--- src/rtl/uart_regblock_pkg.sv ---
`timescale 1ns/1ps
package uart_regblock_pkg;

  localparam logic [5:0] OFS_MODE  = 6'h00;
  localparam logic [5:0] OFS_STAT  = 6'h04;
  localparam logic [5:0] OFS_CMD   = 6'h08;
  localparam logic [5:0] OFS_DATA  = 6'h0C;
  localparam logic [5:0] OFS_INT   = 6'h14;
  localparam logic [5:0] OFS_BAUDL = 6'h18;
  localparam logic [5:0] OFS_BAUDH = 6'h1C;

  // status bit positions
  localparam int ST_RXRDY = 0;
  localparam int ST_FULL  = 1;
  localparam int ST_TXRDY = 2;
  localparam int ST_TXEMP = 3;

  // interrupt status bit positions
  localparam int IS_TX  = 0;
  localparam int IS_RX  = 1;
  localparam int IS_BRK = 2;

  // first mode register: receive interrupt source select
  localparam int MR_RXFULL_SEL = 6;

  localparam int MODE_REGS = 2;

  typedef enum logic [2:0] {
    RD_ZERO, RD_MODE, RD_STAT, RD_RXD, RD_INT, RD_BAUDL, RD_BAUDH
  } rdSel_e;

  typedef struct packed {
    logic   wrMode;
    logic   wrTb;
    logic   wrImr;
    logic   wrBaudL;
    logic   wrBaudH;
    logic   popRx;
    logic   ptrReset;
    logic   rxFlush;
    logic   txFlush;
    logic   clrBreak;
    logic   txEnSet;
    logic   txEnClr;
    logic   rxEnSet;
    logic   rxEnClr;
    rdSel_e rdSel;
  } strobes_t;

endpackage

--- src/rtl/uart_reg_ctrl.sv ---
`timescale 1ns/1ps
module uart_reg_ctrl
  import uart_regblock_pkg::*;
#(
  parameter int ADDR_W = 6
) (
  input  logic              busWr,
  input  logic              busRd,
  input  logic [ADDR_W-1:0] busAddr,
  input  logic [6:0]        cmdBits,
  output strobes_t          strb
);

  logic [2:0] miscCode;
  logic [1:0] txField;
  logic [1:0] rxField;
  logic [5:0] ofs;

  assign miscCode = cmdBits[6:4];
  assign txField  = cmdBits[3:2];
  assign rxField  = cmdBits[1:0];
  assign ofs      = busAddr[5:0];

  always_comb begin
    strb       = '0;
    strb.rdSel = RD_ZERO;
    if (busWr) begin
      unique case (ofs)
        OFS_MODE:  strb.wrMode  = 1'b1;
        OFS_DATA:  strb.wrTb    = 1'b1;
        OFS_INT:   strb.wrImr   = 1'b1;
        OFS_BAUDL: strb.wrBaudL = 1'b1;
        OFS_BAUDH: strb.wrBaudH = 1'b1;
        OFS_CMD: begin
          strb.ptrReset = (miscCode == 3'd1);
          strb.rxFlush  = (miscCode == 3'd2);
          strb.txFlush  = (miscCode == 3'd3);
          strb.clrBreak = (miscCode == 3'd5);
          // enable fields act after the miscellaneous field
          strb.txEnSet  = (txField == 2'd1);
          strb.txEnClr  = (txField == 2'd2) || (miscCode == 3'd3);
          strb.rxEnSet  = (rxField == 2'd1);
          strb.rxEnClr  = (rxField == 2'd2) || (miscCode == 3'd2);
        end
        default: ;
      endcase
    end
    if (busRd) begin
      unique case (ofs)
        OFS_MODE:  strb.rdSel = RD_MODE;
        OFS_STAT:  strb.rdSel = RD_STAT;
        OFS_INT:   strb.rdSel = RD_INT;
        OFS_BAUDL: strb.rdSel = RD_BAUDL;
        OFS_BAUDH: strb.rdSel = RD_BAUDH;
        OFS_DATA: begin
          strb.rdSel = RD_RXD;
          strb.popRx = 1'b1;
        end
        default: strb.rdSel = RD_ZERO;
      endcase
    end
  end

endmodule

--- src/rtl/uart_rx_fifo.sv ---
`timescale 1ns/1ps
module uart_rx_fifo #(
  parameter int DEPTH = 4,
  parameter int W     = 8
) (
  input  logic         clk,
  input  logic         rstN,
  input  logic         clear,
  input  logic         push,
  input  logic [W-1:0] pushData,
  input  logic         pop,
  output logic [W-1:0] head,
  output logic         full,
  output logic         empty
);

  localparam int PTR_W = (DEPTH > 1) ? $clog2(DEPTH) : 1;
  localparam int CNT_W = $clog2(DEPTH + 1);

  logic [W-1:0]     mem [DEPTH];
  logic [PTR_W-1:0] rdPtr;
  logic [PTR_W-1:0] wrPtr;
  logic [PTR_W-1:0] lastPtr;
  logic [CNT_W-1:0] cnt;
  logic             doPop;
  logic             doPush;
  logic             overwrite;

  function automatic logic [PTR_W-1:0] bump(input logic [PTR_W-1:0] p);
    return (p == PTR_W'(DEPTH - 1)) ? '0 : p + 1'b1;
  endfunction

  assign full      = (cnt == CNT_W'(DEPTH));
  assign empty     = (cnt == '0);
  assign doPop     = pop && !empty;
  assign overwrite = push && full && !doPop;
  assign doPush    = push && !overwrite;
  assign lastPtr   = (wrPtr == '0) ? PTR_W'(DEPTH - 1) : wrPtr - 1'b1;
  assign head      = mem[rdPtr];

  always_ff @(posedge clk) begin
    if (!clear) begin
      if (doPush) begin
        mem[wrPtr] <= pushData;
      end else if (overwrite) begin
        mem[lastPtr] <= pushData;
      end
    end
  end

  always_ff @(posedge clk or negedge rstN) begin
    if (!rstN) begin
      rdPtr <= '0;
      wrPtr <= '0;
      cnt   <= '0;
    end else if (clear) begin
      rdPtr <= '0;
      wrPtr <= '0;
      cnt   <= '0;
    end else begin
      if (doPop)  rdPtr <= bump(rdPtr);
      if (doPush) wrPtr <= bump(wrPtr);
      cnt <= cnt + CNT_W'(doPush) - CNT_W'(doPop);
    end
  end

  AST_CNT_BOUND: assert property (@(posedge clk) disable iff (!rstN)
    cnt <= CNT_W'(DEPTH));

  AST_FULL_NOGROW: assert property (@(posedge clk) disable iff (!rstN)
    (full && push && !pop && !clear) |=> full);

  AST_POP_EMPTY: assert property (@(posedge clk) disable iff (!rstN)
    (empty && pop && !push && !clear) |=> empty);

endmodule

--- src/rtl/uart_reg_datapath.sv ---
`timescale 1ns/1ps
module uart_reg_datapath
  import uart_regblock_pkg::*;
#(
  parameter int DATA_W   = 8,
  parameter int RX_DEPTH = 4
) (
  input  logic              clk,
  input  logic              rstN,
  input  strobes_t          strb,
  input  logic [DATA_W-1:0] wrData,
  output logic [DATA_W-1:0] rdData,
  output logic              irq,
  output logic              txValid,
  output logic [DATA_W-1:0] txData,
  input  logic              txReady,
  input  logic              rxValid,
  input  logic [DATA_W-1:0] rxData,
  output logic              rxReady,
  input  logic              rxBreak
);

  logic [DATA_W-1:0] modeReg [MODE_REGS];
  logic              modePtr;
  logic              txEn;
  logic              rxEn;
  logic              txEmpty;
  logic [DATA_W-1:0] txBuf;
  logic              breakFlag;
  logic [DATA_W-1:0] imr;
  logic [DATA_W-1:0] baudL;
  logic [DATA_W-1:0] baudH;

  logic              fifoFull;
  logic              fifoEmpty;
  logic [DATA_W-1:0] fifoHead;
  logic              fifoPush;
  logic [DATA_W-1:0] fifoPushData;

  logic [DATA_W-1:0] statusVec;
  logic [DATA_W-1:0] intVec;
  logic              rxInt;

  // mode registers behind the auto-advancing pointer
  for (genvar i = 0; i < MODE_REGS; i++) begin : g_mode
    always_ff @(posedge clk or negedge rstN) begin
      if (!rstN) begin
        modeReg[i] <= '0;
      end else if (strb.wrMode && (modePtr == 1'(i))) begin
        modeReg[i] <= wrData;
      end
    end
  end

  always_ff @(posedge clk or negedge rstN) begin
    if (!rstN) begin
      modePtr <= 1'b0;
    end else if (strb.wrMode) begin
      modePtr <= 1'b1;
    end else if (strb.ptrReset) begin
      modePtr <= 1'b0;
    end
  end

  // enables: set beats clear, since the enable field follows the reset
  always_ff @(posedge clk or negedge rstN) begin
    if (!rstN) begin
      txEn <= 1'b0;
      rxEn <= 1'b0;
    end else begin
      if (strb.txEnSet)      txEn <= 1'b1;
      else if (strb.txEnClr) txEn <= 1'b0;
      if (strb.rxEnSet)      rxEn <= 1'b1;
      else if (strb.rxEnClr) rxEn <= 1'b0;
    end
  end

  // transmit holding byte
  assign txValid = txEn && !txEmpty;
  assign txData  = txBuf;

  always_ff @(posedge clk or negedge rstN) begin
    if (!rstN) begin
      txEmpty <= 1'b1;
      txBuf   <= '0;
    end else begin
      if (strb.wrTb) txBuf <= wrData;
      if (strb.txFlush)             txEmpty <= 1'b1;
      else if (strb.wrTb)           txEmpty <= 1'b0;
      else if (txValid && txReady)  txEmpty <= 1'b1;
    end
  end

  // plain configuration bytes
  always_ff @(posedge clk or negedge rstN) begin
    if (!rstN) begin
      imr   <= '0;
      baudL <= '0;
      baudH <= '0;
    end else begin
      if (strb.wrImr)   imr   <= wrData;
      if (strb.wrBaudL) baudL <= wrData;
      if (strb.wrBaudH) baudH <= wrData;
    end
  end

  // break-change flag: a new break wins over a clear
  always_ff @(posedge clk or negedge rstN) begin
    if (!rstN) begin
      breakFlag <= 1'b0;
    end else if (rxBreak) begin
      breakFlag <= 1'b1;
    end else if (strb.clrBreak) begin
      breakFlag <= 1'b0;
    end
  end

  // receive path
  assign rxReady      = rxEn && !fifoFull && !rxBreak;
  assign fifoPush     = rxBreak || (rxValid && rxReady);
  assign fifoPushData = rxBreak ? '0 : rxData;

  uart_rx_fifo #(
    .DEPTH (RX_DEPTH),
    .W     (DATA_W)
  ) u_rx_fifo (
    .clk      (clk),
    .rstN     (rstN),
    .clear    (strb.rxFlush),
    .push     (fifoPush),
    .pushData (fifoPushData),
    .pop      (strb.popRx),
    .head     (fifoHead),
    .full     (fifoFull),
    .empty    (fifoEmpty)
  );

  // status and interrupt vectors
  assign rxInt = modeReg[0][MR_RXFULL_SEL] ? fifoFull : !fifoEmpty;

  always_comb begin
    statusVec           = '0;
    statusVec[ST_RXRDY] = !fifoEmpty;
    statusVec[ST_FULL]  = fifoFull;
    statusVec[ST_TXRDY] = txEn;
    statusVec[ST_TXEMP] = txEmpty;
    intVec              = '0;
    intVec[IS_TX]       = txEn;
    intVec[IS_RX]       = rxInt;
    intVec[IS_BRK]      = breakFlag;
  end

  assign irq = |(intVec & imr);

  always_comb begin
    unique case (strb.rdSel)
      RD_MODE:  rdData = modeReg[modePtr];
      RD_STAT:  rdData = statusVec;
      RD_RXD:   rdData = fifoEmpty ? '0 : fifoHead;
      RD_INT:   rdData = intVec;
      RD_BAUDL: rdData = baudL;
      RD_BAUDH: rdData = baudH;
      default:  rdData = '0;
    endcase
  end

  AST_TX_HOLD: assert property (@(posedge clk) disable iff (!rstN)
    (txValid && !txReady && !strb.wrTb && !strb.txEnClr) |=> (txValid && $stable(txData)));

  AST_TX_RETIRE: assert property (@(posedge clk) disable iff (!rstN)
    (txValid && txReady && !strb.wrTb) |=> !txValid);

  AST_TXVALID_NEEDS_RDY: assert property (@(posedge clk) disable iff (!rstN)
    txValid |-> statusVec[ST_TXRDY]);

  AST_IRQ_MASKED: assert property (@(posedge clk) disable iff (!rstN)
    irq |-> (imr != '0));

endmodule

--- src/rtl/uart_regblock.sv ---
`timescale 1ns/1ps
module uart_regblock
  import uart_regblock_pkg::*;
#(
  parameter int ADDR_W   = 6,
  parameter int DATA_W   = 8,
  parameter int RX_DEPTH = 4
) (
  input  logic              clk,
  input  logic              rstN,
  input  logic              busWr,
  input  logic              busRd,
  input  logic [ADDR_W-1:0] busAddr,
  input  logic [DATA_W-1:0] busWrData,
  output logic [DATA_W-1:0] busRdData,
  output logic              irq,
  output logic              txValid,
  output logic [DATA_W-1:0] txData,
  input  logic              txReady,
  input  logic              rxValid,
  input  logic [DATA_W-1:0] rxData,
  output logic              rxReady,
  input  logic              rxBreak
);

  strobes_t strb;

  uart_reg_ctrl #(
    .ADDR_W (ADDR_W)
  ) u_ctrl (
    .busWr   (busWr),
    .busRd   (busRd),
    .busAddr (busAddr),
    .cmdBits (busWrData[6:0]),
    .strb    (strb)
  );

  uart_reg_datapath #(
    .DATA_W   (DATA_W),
    .RX_DEPTH (RX_DEPTH)
  ) u_dp (
    .clk     (clk),
    .rstN    (rstN),
    .strb    (strb),
    .wrData  (busWrData),
    .rdData  (busRdData),
    .irq     (irq),
    .txValid (txValid),
    .txData  (txData),
    .txReady (txReady),
    .rxValid (rxValid),
    .rxData  (rxData),
    .rxReady (rxReady),
    .rxBreak (rxBreak)
  );

endmodule

--- config.mk ---
export PLATFORM = sky130hd
export DESIGN_NAME = uart_regblock
export DESIGN_NICKNAME = d
export VERILOG_FILES = /design/src/rtl/uart_regblock_pkg.sv /design/src/rtl/uart_reg_ctrl.sv /design/src/rtl/uart_rx_fifo.sv /design/src/rtl/uart_reg_datapath.sv /design/src/rtl/uart_regblock.sv
export SDC_FILE = /design/constraint.sdc
export NUM_CORES = 1
export LEC_CHECK = 0
export ABC_AREA = 1
export ABC_CLOCK_PERIOD_IN_PS = 2730
export BUFFER_PORTS_ARGS = -buffer_cell sky130_fd_sc_hd__buf_2
export CAP_MARGIN = 20
export CORE_UTILIZATION = 45
export CTS_BUF_LIST = sky130_fd_sc_hd__clkbuf_16
export DETAILED_ROUTE_END_ITERATION = 8
export PLACE_DENSITY = 0.67
export SETUP_SLACK_MARGIN = 0.02
export SYNTH_ARGS = -nofsm -noshare
export SYNTH_HDL_FRONTEND = slang
export SYNTH_SLANG_ARGS = --single-unit
--- constraint.sdc ---
create_clock -name clk -period 2.73 [get_ports clk]
set_input_delay 0.273 -clock clk [delete_from_list [all_inputs] [get_ports clk]]
set_output_delay 0.273 -clock clk [all_outputs]
set_load 0.005 [all_outputs]
==> flow_metrics.tcl, run 1 <==
set metrics [dict create \
    drc 0 \
    grt_max_degree 31 \
    p_sw_uw 1280 \
    dp_hpwl_mm 7.16 \
    dieArea_um2 9820 \
    regArea_um2 2340 \
    crit_required_ps 2970 \
    nets 579 \
    globalRouteOverflowTotal 0 \
    multi_input_area_um2 1580 \
    internal_power_uw 2670 \
    grt_pass1_wl_mm 16.1 \
    grt_util_all_layers 0.216 \
    p_seq_frac 0.451 \
    leakage_uw 0.00234 \
    setup-tns-final_ps 0 \
    clk_path_buf_depth 2 \
    total_power_uw 3940 \
    max_slew_margin 0.572 \
    rows 35 \
    synthToLayoutAreaGrowth_pct 16.3 \
    power.share.clock 0.323 \
    rsz0062_at_grt "false" \
    start_util 0.461 \
    status "completed" \
    dr.pass1.iters 5 \
    setup_ws_ps 433 \
    slew_violations 0 \
    tritoncts "yes" \
    nFillCells 849 \
    cp_max_fo 4 \
    timing.hold.ws_ps 146 \
    cts_setup_buffers 0 \
    drive_gt1_frac 0.180 \
    fp.dieH_um 99.1 \
    finalHoldViolations 0 \
    worstPathArrival_ps 2540 \
    cts.repair.resized 0 \
    timing.final.crit_share 0.842 \
    grt_pass1_vias 3332 \
    hold_path_class "input pin to register" \
    critPathCaptureType "register" \
    ctsHoldBuffers 1 \
    period_minus_slack_ps 2300 \
    die_x_um 99.1 \
    ir_worst_vdd_v 0.000489 \
    cp_slowest_stage_delay_ps 490 \
    path_cells "nor2_1 -> buf_4 -> nand2_1 -> nand3_1 -> nand2_1 -> nand2_1 -> ha_1 -> inv_1 -> ha_1 -> inv_1 -> fa_1 -> inv_1 -> nand2_1 -> inv_1" \
    power_frac_comb 0.226 \
    clock_latency_ps 350 \
    cts-root-buf "clkbuf_16" \
    cp_slowest_cell "fa_1" \
    syn_area_um2 4240 \
    final_core_util 0.537 \
    critical_path_class "register to register" \
    ys_warn_count 0 \
    skew_ps 7.03 \
    htree_levels 3 \
    drt_iter0_drc 215 \
    wl_per_cell_um 15.1 \
    synth_cell_types 33 \
    io_pins 48 \
    fmax_mhz 435 \
    synth.yosys.seq_area_share 0.551 \
    vias 3500 \
    swShare 0.324 \
    totalWireLength_mm 9.94 \
    gp_congestion 0.865 \
    antenna_found_initial 0 \
    cts_buffers 9 \
    worstMarginPinSlew_ps 639 \
    cts.reportedPaths.clkPinSlew_ps 70 \
    cts.sinks 87 \
    synth.avg_cell_area_um2 8.70 \
    synthArstFlopShare 0.632 \
    ys_ff_latch 87 \
    final_antenna_net_count 0 \
    synthFlopType "dfrtp_1" \
    setup_viol 0 \
    synth_edf_count 32 \
    n_antenna_cell 0 \
    syn_inst 488 \
    coreArea_um2 9200 \
    vias_per_cell 5.30 \
    synth_fp_nets 523 \
    power_density_nw_per_um2 799 \
    worstSetupStartpointType "register" \
    numPortBuffers 47 \
    pre_cts_slack_ps 259 \
    max_cap_violations 0 \
]
-- placed cells by master (no fill, tap or decap), drive strengths merged --
cell and count:
nor2 88, nand2 81, inv 75, o21ai 64, buf 56, dfrtp 54, edfxtp 32, nand3 28
a21oi 21, nand4 11, clkbuf 10, o22ai 8, ha 5, nor3 4, xnor2 2, o31ai 2
and3 1, a211oi 1, o22a 1, or2 1, fa 1, clkinvlp 1, dlygate4sd3 1, dfstp 1
-- flip-flops by register name, indices dropped and copies added, names as in the netlist --
signal	count
u_dp.imr	3
u_dp.baudL	8
u_dp.txEn	1
u_dp.u_rx_fifo.wrPtr	2
u_dp.u_rx_fifo.mem	32
u_dp.modePtr	1
u_dp.u_rx_fifo.cnt	3
u_dp.modeReg	16
u_dp.txData	8
u_dp.baudH	8
u_dp.u_rx_fifo.rdPtr	2
u_dp.breakFlag	1
u_dp.rxEn	1
u_dp.txEmpty	1
-- logic make-up after synthesis --
| kind of cell | count (synthesis) | share of synthesized area |
|---|---|---|
| compound gates | 97 | 0.119 |
| xor+xnor | 2 | 0.00413 |
| fa+ha+maj | 6 | 0.0195 |
| buf+inv | 82 | 0.0772 |
| flops | 87 | 0.551 |
| simple gates | 214 | 0.229 |
-- per-stage QoR --
stage / instance area (um2) / instances
after detailed placement: 4620 / 643
after floorplan: 4240 / 488
after global placement: 4620 / 643
final: 4940 / 660
after CTS: 4940 / 660
after global routing: 4940 / 660
-- final timing paths --
path / start / end / slack [ps] / depth (start not counted)
max: u_dp.u_rx_fifo.cnt[1] / u_dp.u_rx_fifo.cnt[1] / 430 / 14
max in group asynchronous: rstN / u_dp.txEmpty / 1930 / 3
min: busWrData[5] / u_dp.modeReg[13] / 150 / 3
max reg2reg: u_dp.u_rx_fifo.cnt[1] / u_dp.u_rx_fifo.cnt[1] / 430 / 14
min reg2reg: u_dp.txData[5] / u_dp.txData[5] / 480 / 2
min in group asynchronous: rstN / u_dp.modeReg[10] / 440 / 3
-- layer usage --
layer | vias up | track usage | wire length (um)
met4 | 0 | 0.0984 | 235
met1 | 1676 | 0.266 | 4340
met2 | 97 | 0.371 | 4870
met3 | 19 | 0.0415 | 492
li1 | 1708 | - | -
met5 | - | 0 | 0
-- synthesized netlist by cell type, types with 3 or more instances --
library cell	n	area, um2
inv_2	7	26.3
ha_1	5	62.6
buf_4	4	30.0
nand3_2	3	30.0
nand3_1	24	120
o21ai_0	62	310
nand4_1	8	50.1
nor2_1	81	304
edfxtp_1	32	961
o22ai_1	8	50.1
clkbuf_1	4	15.0
inv_1	63	236
a21oi_1	21	105
nand4_2	3	37.5
dfrtp_1	54	1350
nand2_1	79	297
buf_2	4	20.0
nor2_2	5	31.3
-- final cells by class --
type | instances | area share
clock inverters | 6 | 0.0114
clock buffers | 10 | 0.0507
flip-flops and latches | 87 | 0.474
well taps | 111 | 0.0281
repair buffers | 57 | 0.0634
multi-input cells | 319 | 0.320
inverters | 70 | 0.0532
-- worst max-delay path: cells and delay by family, from the launching register on --
family | cells | cell delay, ps
adders and majority gates | 3 | 850
and+or+nand+nor | 6 | 600
buffers and inverters | 5 | 340
DFF | 1 | 420
-- power by group through the flow --
stage | clock, uW | combinational (uW) | sequential, uW
floorplan | 0 | 623 | 1750
global placement | 0 | 869 | 1800
detailed placement | 0 | 891 | 1810
CTS | 1290 | 900 | 1780
global route | 1340 | 1020 | 1810
finish | 1270 | 892 | 1780
Power figures use the tool's default switching activity.
==> inputs of run 2 (changes only) <==
Settings changed: ABC_CLOCK_PERIOD_IN_PS 2730 to 1860, PLACE_DENSITY 0.67 to 0.69.
Clock period 2.73 ns to 1.86 ns, I/O delays scaled along.
==> run 2 against run 1 <==
Compared with the run above:
- the run now ends with setup timing left
- clock skew about the same
- routed wire length up 16%
- clock-buffer cell count unchanged
- power up 72%
- die area unchanged
- sequential share of layout area down 6.8 points
- final area up 17%
- via count up 7.4%
- global-route usage up 2.2 points
- sequential cell count unchanged
- combinational power rose to 2.6 times the previous value
- sequential power up 48%
- critical endpoint unchanged
==> flow_metrics.tcl, run 2 (synthesis results as in run 1) <==
set metrics [dict create \
    clock_latency_ps 340 \
    drc 0 \
    nets 635 \
    regMostFlops "u_dp.u_rx_fifo.mem" \
    dieArea_um2 9820 \
    drt_iter0_drc 233 \
    max_cap_violations 0 \
    numPortBuffers 47 \
    nFillCells 775 \
    synthToLayoutAreaGrowth_pct 36.0 \
    period_minus_slack_ps 2080 \
    rsz0062_at_grt "true" \
    wl_per_cell_um 16.0 \
    multi_input_area_um2 1880 \
    gp_congestion 0.876 \
    use_met1 0.293 \
    slew_violations 0 \
    finalHoldViolations 0 \
    drive_gt1_frac 0.357 \
    dp_hpwl_mm 7.63 \
    startpoint "u_dp.u_rx_fifo.cnt[0]" \
    grt_max_degree 36 \
    globalRouteOverflowTotal 0 \
    worstPathArrival_ps 2330 \
    gr-usage-met2 0.418 \
    clk_path_buf_depth 2 \
    violations "setup timing" \
    htree_levels 3 \
    power_frac_comb 0.341 \
    status "finished, violations left" \
    total_power_uw 6770 \
    worstSetupStartpointType "register" \
    setup_viol 39 \
    cts.sinks 87 \
    setup_ws_ps -224 \
    hold_path_class "input pin to register" \
    power_density_nw_per_um2 1170 \
    grt_pass1_vias 3656 \
    vias_per_cell 5.25 \
    final_antenna_net_count 0 \
    cts-root-buf "clkbuf_16" \
    ir_worst_vdd_v 0.000584 \
    fin_area_um2 5770 \
    critPathCaptureType "register" \
    max_slew_margin 0.644 \
    skew_ps 6.99 \
    io_pins 48 \
    grt_util_all_layers 0.239 \
    tritoncts "yes" \
    p_seq_frac 0.390 \
    crit_required_ps 2100 \
    cts.reportedPaths.clkPinSlew_ps 70 \
    swShare 0.336 \
    vias 3758 \
    totalWireLength_mm 11.5 \
    fmax_mhz 480 \
    start_util 0.461 \
    largest_reg_flops 32 \
    final_core_util 0.628 \
    min_from "busWrData[5]" \
    leakage_uw 0.00269 \
    power.share.clock 0.268 \
    grt_pass1_wl_mm 17.8 \
    regArea_um2 2340 \
    r2r_start "u_dp.u_rx_fifo.cnt[0]" \
    dr.pass1.iters 5 \
    post_dp_cell_area_um2 4970 \
    internal_power_uw 4490 \
    use_met3 0.0415 \
    coreArea_um2 9200 \
    p_sw_uw 2280 \
    timing.final.crit_share 1.12 \
    busiest_layer "met2" \
    critical_path_class "register to register" \
    layout_commonest_cell "nand2_1" \
    fp.dieH_um 99.1 \
    n_antenna_cell 0 \
    largestRegisters "u_dp.u_rx_fifo.mem (32), u_dp.modeReg (16)" \
    cp_max_fo 4 \
    final_cell_mix "70 x nand2_1, 69 x nor2_1, 56 x inv_1, 51 x dfrtp_1" \
    antenna_found_initial 0 \
    worstMarginPinSlew_ps 534 \
    rows 35 \
    die_x_um 99.1 \
    cts_buffers 9 \
]
## run 2: cell count changes in the layout (fill, tap and decap cells not counted), sizes merged
| cell | before | now |
|---|---|---|
| buf | 56 | 111 |
| clkinv | 0 | 4 |
| inv | 75 | 71 |
| clkdlybuf4s15 | 0 | 1 |
## run 2: power by group through the flow
stage / sequential, uW / clock (uW) / combinational [uW]
after detailed placement: 2630 / 0 / 1610
after global placement: 2620 / 0 / 1560
after global routing: 2680 / 1900 / 2520
after CTS: 2620 / 1820 / 2040
after floorplan: 2590 / 0 / 964
final: 2640 / 1820 / 2310
## run 2: timing repair
| item | in CTS | in global routing |
|---|---|---|
| hold buffers | 1 | 0 |
| resized for setup | 54 | 48 |
| endpoints found under the hold margin | 19 | 0 |
| pin swaps | 25 | 25 |
| setup buffers | 18 | 4 |
| cloned | 1 | 1 |
| setup endpoints to repair | 42 | 42 |
## run 2: cell type report
class | instances | area share
flip-flops and latches | 87 | 0.406
multi-input cells | 319 | 0.326
repair buffers | 113 | 0.145
inverters | 70 | 0.0473
clock buffers | 10 | 0.0434
well taps | 111 | 0.0241
clock inverters | 6 | 0.00867
## run 2: through the flow
step | hold WS, ps | cells | setup WS [ps] | setup TNS, ps
2_1_floorplan | -110 | 488 | -278 | -481
3_3_place_gp | 185 | 680 | -194 | -734
3_5_place_dp | 195 | 680 | -318 | -1960
4_1_cts | 61.4 | 711 | -191 | -682
5_1_grt | 88.6 | 716 | -322 | -7950
6_report | 63.7 | 716 | -224 | -4590
## run 2: final timing paths
kind                                            to  slack [ps]  cells after the start
hold / removal                    u_dp.modeReg[13]          60                      3
max in group asynchronous  u_dp.u_rx_fifo.rdPtr[0]         920                      3
hold reg to reg                     u_dp.txData[6]         480                      2
min in group asynchronous                u_dp.rxEn         350                      2
setup reg to reg             u_dp.u_rx_fifo.cnt[1]        -220                     13
setup / recovery             u_dp.u_rx_fifo.cnt[1]        -220                     13
## run 2: per-layer routing
metal,wire (um),part of all wire
met1,4870,0.42
met5,0,0
met3,528,0.046
met2,5830,0.51
met4,257,0.022
## run 2: worst max-delay path: stages (launching register included)
cell and delay [ps]:
dfrtp_1 410, nor2_4 160, nand2_1 90, nand3_1 100, nand2_2 80, nand2_2 90
ha_4 220, inv_4 60, ha_4 120, inv_2 30, fa_2 510, inv_1 30
nand2_1 50, inv_1 30
